### config.mk
export PLATFORM = sky130hd
export DESIGN_NAME = thresh_irq_top
export DESIGN_NICKNAME = d
export VERILOG_FILES = /design/src/rtl/thresh_irq_pkg.sv /design/src/rtl/thresh_irq_filter.sv /design/src/rtl/thresh_irq_dp.sv /design/src/rtl/thresh_irq_ctl.sv /design/src/rtl/thresh_irq_top.sv
export SDC_FILE = /design/constraint.sdc
export NUM_CORES = 1
export LEC_CHECK = 0
export ABC_AREA = 1
export BUFFER_PORTS_ARGS = -buffer_cell sky130_fd_sc_hd__clkbuf_2
export CORE_MARGIN = 2
export CORE_UTILIZATION = 45
export CTS_CLUSTER_SIZE = 20
export DETAILED_ROUTE_END_ITERATION = 16
export PLACE_DENSITY = 0.73
export REMOVE_ABC_BUFFERS = 1
export SYNTH_ARGS = -nofsm -noshare
export SYNTH_HDL_FRONTEND = slang
export SYNTH_SLANG_ARGS = --single-unit
### constraint.sdc
create_clock -name clk -period 2.8 [get_ports clk]
set_clock_uncertainty 0.05 [all_clocks]
set_input_delay 0.56 -clock clk [delete_from_list [all_inputs] [get_ports clk]]
set_output_delay 0.56 -clock clk [all_outputs]
set_load 0.01 [all_outputs]
### src/rtl/thresh_irq_pkg.sv
package thresh_irq_pkg;

  typedef enum logic [1:0] {
    OUT_THRESH = 2'd0,
    OUT_EACH   = 2'd1,
    OUT_ALT    = 2'd2,
    OUT_FOURTH = 2'd3
  } outFunc_e;

  localparam int FILT_MAX = 8;
  localparam int FILT_W   = $clog2(FILT_MAX + 1);

  typedef struct packed {
    logic              evalEn;
    logic              clearEn;
    logic              latchWin;
    logic [FILT_W-1:0] needCnt;
  } ctlStrobe_t;

  function automatic logic [FILT_W-1:0] decodeNeed(input logic [1:0] sel);
    return FILT_W'(1) << sel;
  endfunction

endpackage

### src/rtl/thresh_irq_filter.sv
module thresh_irq_filter
  import thresh_irq_pkg::*;
(
  input  logic              clk,
  input  logic              rstN,
  input  logic              evalEn,
  input  logic              hit,
  input  logic [FILT_W-1:0] needCnt,
  output logic              qualify
);

  logic [FILT_W-1:0] runQ;
  logic [FILT_W-1:0] runNext;

  always_comb begin
    runNext = (runQ == FILT_W'(FILT_MAX)) ? runQ : runQ + FILT_W'(1);
    qualify = evalEn && hit && (runNext >= needCnt);
  end

  always_ff @(posedge clk or negedge rstN) begin
    if (!rstN) begin
      runQ <= '0;
    end else if (evalEn) begin
      runQ <= hit ? runNext : '0;
    end
  end

endmodule

### src/rtl/thresh_irq_dp.sv
module thresh_irq_dp
  import thresh_irq_pkg::*;
#(
  parameter int DATA_W = 20
) (
  input  logic              clk,
  input  logic              rstN,
  input  ctlStrobe_t        strobe,
  input  logic [DATA_W-1:0] measVal,
  input  logic [DATA_W-1:0] thrHigh,
  input  logic [DATA_W-1:0] thrLow,
  output logic              flagHigh,
  output logic              flagLow,
  output logic              threshActive
);

  localparam int NUM_COND = 2;
  localparam int IDX_HI   = 0;
  localparam int IDX_LO   = 1;

  logic [NUM_COND-1:0] condHit;
  logic [NUM_COND-1:0] condQual;

  assign condHit[IDX_HI] = measVal > thrHigh;
  assign condHit[IDX_LO] = measVal < thrLow;

  for (genvar g = 0; g < NUM_COND; g++) begin : gFilt
    thresh_irq_filter uFilt (
      .clk     (clk),
      .rstN    (rstN),
      .evalEn  (strobe.evalEn),
      .hit     (condHit[g]),
      .needCnt (strobe.needCnt),
      .qualify (condQual[g])
    );
  end

  logic flagHighQ, flagLowQ, stateQ;
  logic flagHighD, flagLowD, stateD;

  always_comb begin
    flagHighD = flagHighQ;
    flagLowD  = flagLowQ;
    stateD    = stateQ;
    if (strobe.latchWin) begin
      if (strobe.clearEn) begin
        flagHighD = 1'b0;
        flagLowD  = 1'b0;
        stateD    = 1'b0;
      end
      if (condQual[IDX_HI]) flagHighD = 1'b1;
      if (condQual[IDX_LO]) flagLowD  = 1'b1;
      if (|condQual)        stateD    = 1'b1;
    end else if (condQual[IDX_HI]) begin
      flagHighD = 1'b1;
      flagLowD  = 1'b0;
      stateD    = 1'b1;
    end else if (condQual[IDX_LO]) begin
      flagHighD = 1'b0;
      flagLowD  = 1'b1;
      stateD    = 1'b0;
    end
  end

  always_ff @(posedge clk or negedge rstN) begin
    if (!rstN) begin
      flagHighQ <= 1'b0;
      flagLowQ  <= 1'b0;
      stateQ    <= 1'b0;
    end else begin
      flagHighQ <= flagHighD;
      flagLowQ  <= flagLowD;
      stateQ    <= stateD;
    end
  end

  assign flagHigh     = flagHighQ;
  assign flagLow      = flagLowQ;
  assign threshActive = stateQ;

endmodule

### src/rtl/thresh_irq_ctl.sv
module thresh_irq_ctl
  import thresh_irq_pkg::*;
#(
  parameter int PULSE_CYC = 50
) (
  input  logic       clk,
  input  logic       rstN,
  input  logic       convDone,
  input  logic       statusRd,
  input  logic       latchMode,
  input  logic [1:0] faultSel,
  input  logic [1:0] outSel,
  input  logic       polHigh,
  input  logic       threshActive,
  output ctlStrobe_t strobe,
  output logic       irqLevel,
  output logic       irqPullLow
);

  localparam int PW_W   = $clog2(PULSE_CYC + 1);
  localparam int QUAD_N = 4;
  localparam int QUAD_W = $clog2(QUAD_N);

  outFunc_e          outFunc;
  logic [1:0]        outSelQ;
  logic              selChanged;
  logic [QUAD_W-1:0] quadCntQ;
  logic [PW_W-1:0]   pulseTmrQ;
  logic              fire;
  logic              active;

  assign outFunc    = outFunc_e'(outSel);
  assign selChanged = outSel != outSelQ;

  always_comb begin
    strobe.evalEn   = convDone;
    strobe.clearEn  = statusRd && latchMode;
    strobe.latchWin = latchMode;
    strobe.needCnt  = decodeNeed(faultSel);
  end

  always_comb begin
    fire = 1'b0;
    if (convDone) begin
      if (outFunc == OUT_EACH) begin
        fire = 1'b1;
      end else if (outFunc == OUT_FOURTH && !selChanged &&
                   quadCntQ == QUAD_W'(QUAD_N - 1)) begin
        fire = 1'b1;
      end
    end
  end

  always_ff @(posedge clk or negedge rstN) begin
    if (!rstN) begin
      outSelQ   <= 2'd0;
      quadCntQ  <= '0;
      pulseTmrQ <= '0;
    end else begin
      outSelQ <= outSel;
      if (selChanged) begin
        quadCntQ <= '0;
      end else if (convDone && outFunc == OUT_FOURTH) begin
        quadCntQ <= quadCntQ + QUAD_W'(1);
      end
      if (fire) begin
        pulseTmrQ <= PW_W'(PULSE_CYC);
      end else if (pulseTmrQ != '0) begin
        pulseTmrQ <= pulseTmrQ - PW_W'(1);
      end
    end
  end

  always_comb begin
    case (outFunc)
      OUT_EACH, OUT_FOURTH: active = pulseTmrQ != '0;
      default:              active = threshActive;
    endcase
    irqLevel   = polHigh ? active : !active;
    irqPullLow = !irqLevel;
  end

endmodule

### src/rtl/thresh_irq_top.sv
module thresh_irq_top
  import thresh_irq_pkg::*;
#(
  parameter int DATA_W    = 20,
  parameter int PULSE_CYC = 50
) (
  input  logic              clk,
  input  logic              rstN,
  input  logic              convDone,
  input  logic [DATA_W-1:0] measVal,
  input  logic [DATA_W-1:0] thrHigh,
  input  logic [DATA_W-1:0] thrLow,
  input  logic              latchMode,
  input  logic [1:0]        faultSel,
  input  logic [1:0]        outSel,
  input  logic              polHigh,
  input  logic              statusRd,
  output logic              flagHigh,
  output logic              flagLow,
  output logic              irqLevel,
  output logic              irqPullLow
);

  ctlStrobe_t strobe;
  logic       threshActive;

  thresh_irq_ctl #(.PULSE_CYC(PULSE_CYC)) uCtl (
    .clk          (clk),
    .rstN         (rstN),
    .convDone     (convDone),
    .statusRd     (statusRd),
    .latchMode    (latchMode),
    .faultSel     (faultSel),
    .outSel       (outSel),
    .polHigh      (polHigh),
    .threshActive (threshActive),
    .strobe       (strobe),
    .irqLevel     (irqLevel),
    .irqPullLow   (irqPullLow)
  );

  thresh_irq_dp #(.DATA_W(DATA_W)) uDp (
    .clk          (clk),
    .rstN         (rstN),
    .strobe       (strobe),
    .measVal      (measVal),
    .thrHigh      (thrHigh),
    .thrLow       (thrLow),
    .flagHigh     (flagHigh),
    .flagLow      (flagLow),
    .threshActive (threshActive)
  );

endmodule

==> metrics, run 1 <==
outcome=completed; Vias/cell=4.74; nature of the critical path endpoint=primary output; CTS clk-pin slew, worst paths=0.07 ns; final antenna-violating net count=0; Most common cell on crit path=inv_1; Tot GR Track Use=0.173; first-pass GRT wire length=8.85 mm; synthesized cell area=2480 um^2; synthesized flop and latch total=21; TNS Setup=0 ns; FP Rows=27; VDD IR max=0.252 mV; Core Util, Final=0.550; Yosys cell types=32; I/O pin cnt=74; DR pass1 iterations=4; HP Class=in -> async; grt total ovfl=0; Final Cycle Share=0.840; Relative slew margins=0.657; Synth Area in Compound Gates=0.103; CTS root buf=clkbuf_8; delay-heaviest family, CP=buffers and inverters; pwr dens=413 nW/um^2; Starting Density=0.459; sequential area share after synthesis=0.212; vias in the first global route=2263; Non-Filler Instances=494; Final #Nets=547; adder-cell share of the synthesized area=0.272; final setup fails=0; initial antenna violation count=0; Synth Warn #=0; Inst Count DP=490; crit path max fanout=6; CP Data Arrival Time=1.74 ns; die span in y=78.3 um; finished layout cell area=2970 um^2; CP Class=reg -> out; hpwl dp=4.36 mm; ordered list of cells on the worst path=inv_1 > ha_1 > nand4_1 > inv_1 > o21ai_1 > xor2_1 > inv_1 > clkbuf_2; slowest CP cell=dfrtp_1; Peak Freq=425 MHz; Final WS setup=0.448 ns; Setup Fix Bufs, Post-CTS=0; max-cap violation count=0; Synth area leader=ha_1; worst hold slack=0.210 ns; ant diodes=0; largest net degree at the start of global routing=22; TritonCTS clock tree=built; Max stage delay on crit path=0.38 ns; post-synth top area share=0.272; drt initial violations=84; Core ar.=5410 um^2; RD Place Congestion=0.770; Layout area overhead=19.8%; Die Wd=78.3 um; Max clock buf depth=2; Worst Path Buf+Inv=4; Syn Area/Cell=7.17 um^2; Simple-Gate Fraction of Synth Area=0.242; Critical Path RT=2.19 ns; Sink Count=21; post-CTS sizing=0; die footprint=6130 um^2; CTS Hold Buffers Added=0; TritonCTS buffer count=3; multiplexer share of the synthesized area=0; final worst path period need=2.35 ns; leak pwr=1.88 nW; dpl ws=0.648 ns; via count=2342; final WL=4.94 mm; main area contributors after synthesis=ha_1, dfrtp_1, inv_1; overall power=1.23 mW; worst slew pin tran=0.515 ns; Worst-Skew Late Latency=0.26 ns; XOR/XNOR Fraction of Synth Area=0.0388; Hold Vio Cnt, Final=0; combinational family with the most area after synthesis=adder cells; # DRC=0; port bufs=73; htree depth=1; unrepaired setup endpoints after global routing=false; fin. max-slew vios=0; mean routed wirelength per cell=10.0 um; share of layout cells above drive strength 1=0.223; Area after DPL=2930 um^2; CP startpoint kind=flip-flop; Post-Syn Instances=346
Yosys cell counts:
master / number
inv_1: 82
nand2_1: 81
ha_1: 54
dfrtp_1: 21
a21oi_1: 17
nor2_1: 16
nand3_1: 15
xor2_1: 10
o21ai_0: 9
nand3_2: 4
o21ai_1: 4
nand4_1: 3
nor2_4: 3
o22ai_1: 3
a21boi_1: 2
a21o_1: 2
nand2_2: 2
nor3_1: 2
o21ai_2: 2
o21bai_1: 2
a211oi_1: 1
a21oi_2: 1
and2_1: 1
buf_6: 1
inv_2: 1
inv_4: 1
nand4_4: 1
nor2_2: 1
o211ai_1: 1
or2_1: 1
or2_2: 1
xnor2_1: 1
kinds of logic (layout without fill, tap and decap cells):
logic type      Yosys count  after routing
buf+inv                  85            161
simple gates            131            131
fa+ha+maj                54             54
xor+xnor                 11             11
flops                    21             21
compound gates           44             44
routing by layer:
metal,routed length [um],track usage,vias to the layer above,part of all wire
li1,-,-,1243,-
met1,2160,0.205,1046,0.44
met2,2520,0.333,53,0.51
met3,264,0.0345,0,0.053
met4,0,0.0158,0,0
met5,0,0,-,0
power by group:
part	switching, mW	internal (mW)	leakage (nW)	total (mW)
combinational	0.335	0.262	1.59	0.596
clock	0.0957	0.0989	0.0255	0.195
sequential	0.0566	0.379	0.265	0.436
sequential cells by signal, summed over array words and instances (netlist names):
name and count:
uDp.gFilt.uFilt.runQ 8, uCtl.pulseTmrQ 6, uCtl.outSelQ 2, uCtl.quadCntQ 2, uDp.flagHigh 1, uDp.flagLow 1, uDp.threshActive 1
layout by cell type (no fill, tap or decap), types with 4 or more instances in the layout:
master and instances:
dfrtp_1 21, nand3_1 15, a21oi_1 17, ha_1 54
xor2_1 10, o21ai_1 4, nand2_1 81, o21ai_0 9
nand3_2 4, nor2_1 16, inv_1 82, clkbuf_2 73
worst paths after layout:
kind | to | slack, ns | depth (start not counted) | startpoint
max in group asynchronous | uCtl.pulseTmrQ[1] | 2.15 | 1 | rstN
min reg2reg | uDp.flagHigh | 0.45 | 2 | uDp.flagHigh
max | irqLevel | 0.45 | 8 | uCtl.pulseTmrQ[0]
min | uCtl.pulseTmrQ[2] | 0.21 | 1 | rstN
max reg2reg | uDp.flagLow | 0.71 | 14 | uDp.gFilt[0].uFilt.runQ[0]
min in group clk | uCtl.outSelQ[1] | 0.41 | 1 | outSel[1]
layout make-up:
type	instances	area (um^2)
Tap cell	72	90.1
Clock inverter	1	5.00
Inverter	84	318
Sequential cell	21	526
Timing Repair Buffer	73	365
Multi-Input combinational cell	240	1630
Clock buffer	3	41.3
Fill cell	520	2430
(Power assumes the default switching activity.)
==> run 2: changes to the inputs <==
clock period = 2.4 ns   (was 2.8 ns; I/O delays follow)
==> run 2 against run 1 <==
Register-to-register slack lost 0.41 ns. Non-clock buffer count grew 1. Clock power grew 14%. Die area is the same. Via count shrank 2.9%. Global-route usage grew 0.13 points. Combinational power grew 17%. Cell area grew 0.21%. First-iteration DRC count shrank 8.3%.
==> metrics, run 2 (synthesized netlist as in run 1, its figures left out) <==
Final Cycle Share=0.914; CTS Hold Buffers Added=0; fin. max-slew vios=0; RD Place Congestion=0.802; Tot GR Track Use=0.174; CP Data Arrival Time=1.66 ns; vias in the first global route=2286; final antenna-violating net count=0; Core Util, Final=0.551; overall power=1.43 mW; Final WS setup=0.206 ns; Non-Filler Instances=495; TNS Setup=0 ns; die span in y=78.3 um; Regs by FF count=uDp.gFilt.uFilt.runQ (8), uCtl.pulseTmrQ (6); unrepaired setup endpoints after global routing=false; nature of the critical path endpoint=primary output; CTS root buf=clkbuf_8; VDD IR max=0.261 mV; Area after DPL=2930 um^2; number of flip-flops in the largest register=8; FP Rows=27; Die Wd=78.3 um; HP Class=in -> async; grt total ovfl=0; Hold Vio Cnt, Final=0; share of layout cells above drive strength 1=0.225; TritonCTS clock tree=built; Critical Path RT=1.87 ns; port bufs=73; I/O pin cnt=74; htree depth=1; worst hold slack=0.129 ns; outcome=completed; die footprint=6130 um^2; Final #Nets=548; mean routed wirelength per cell=9.80 um; Max clock buf depth=2; Layout area overhead=20.0%; initial antenna violation count=0; finished layout cell area=2980 um^2; R2R depth=13; Crit Reg-Reg Endpoint=uDp.flagHigh; crit path max fanout=4; RR Startpoint=uDp.gFilt[1].uFilt.runQ[0]; Core ar.=5410 um^2; Worst-Skew Late Latency=0.25 ns; # DRC=0; worst slew pin tran=0.508 ns; DR pass1 iterations=4; CTS clk-pin slew, worst paths=0.07 ns; largest net degree at the start of global routing=22; CP Class=reg -> out; first-pass GRT wire length=8.96 mm; final setup fails=0; Vias/cell=4.59; dpl ws=0.310 ns; drt initial violations=77; final WL=4.85 mm; Peak Freq=456 MHz; max-cap violation count=0; commonest non-fill, non-tap cells in the layout=inv_1, nand2_1, clkbuf_2, ha_1, dfrtp_1; Inst Count DP=490; largest register by flop count=uDp.gFilt.uFilt.runQ; ant diodes=0; hpwl dp=4.33 mm; Relative slew margins=0.661; leak pwr=1.88 nW; final worst path period need=2.19 ns; via count=2274; Sink Count=21; register-to-register setup slack=0.30 ns; CP startpoint kind=flip-flop; Starting Density=0.459; pwr dens=479 nW/um^2; TritonCTS buffer count=3
-- run 2: how the worst max path moves through the flow --
stage	from	end	slack, ns	cells after the start
after floorplan	uCtl.pulseTmrQ[0]	irqLevel	0.49	7
after global placement	thrHigh[11]	uDp.flagHigh	0.39	14
after detailed placement	measVal[19]	uDp.flagHigh	0.31	13
after CTS	uCtl.pulseTmrQ[0]	irqLevel	0.11	8
after global routing	uCtl.pulseTmrQ[0]	irqLevel	0.05	8
final	uCtl.pulseTmrQ[0]	irqLevel	0.21	8
-- run 2: timing repair --
item / 4_1_cts / 5_1_grt
buffers inserted: 0 / 1
gates resized for setup: 0 / 1
setup endpoints to repair: 0 / 2
-- run 2: layer usage --
layer	wire, um	vias to the layer above	track usage
met4	14	0	0.0263
li1	-	1247	-
met5	0	-	0
met3	174	2	0.0322
met2	2430	35	0.322
met1	2230	990	0.214
-- run 2: layout make-up --
cell class	count	area, um^2
Inverter	84	318
Fill cell	546	2430
Multi-Input combinational cell	240	1630
Timing Repair Buffer	74	373
Sequential cell	21	526
Tap cell	72	90.1
Clock buffer	4	45.0
-- run 2: critical path: stages (launching register included) --
cell and delay, ns:
dfrtp_1 0.35, inv_1 0.08, ha_1 0.20, nand4_1 0.17
inv_2 0.09, o21ai_1 0.16, xor2_1 0.19, inv_1 0.05
clkbuf_2 0.12
-- run 2: where the power goes --
part	switching, mW	internal [mW]	leakage, nW
registers	0.0642	0.442	0.265
logic	0.392	0.306	1.59
clock network	0.105	0.118	0.0228
total	0.561	0.866	1.88
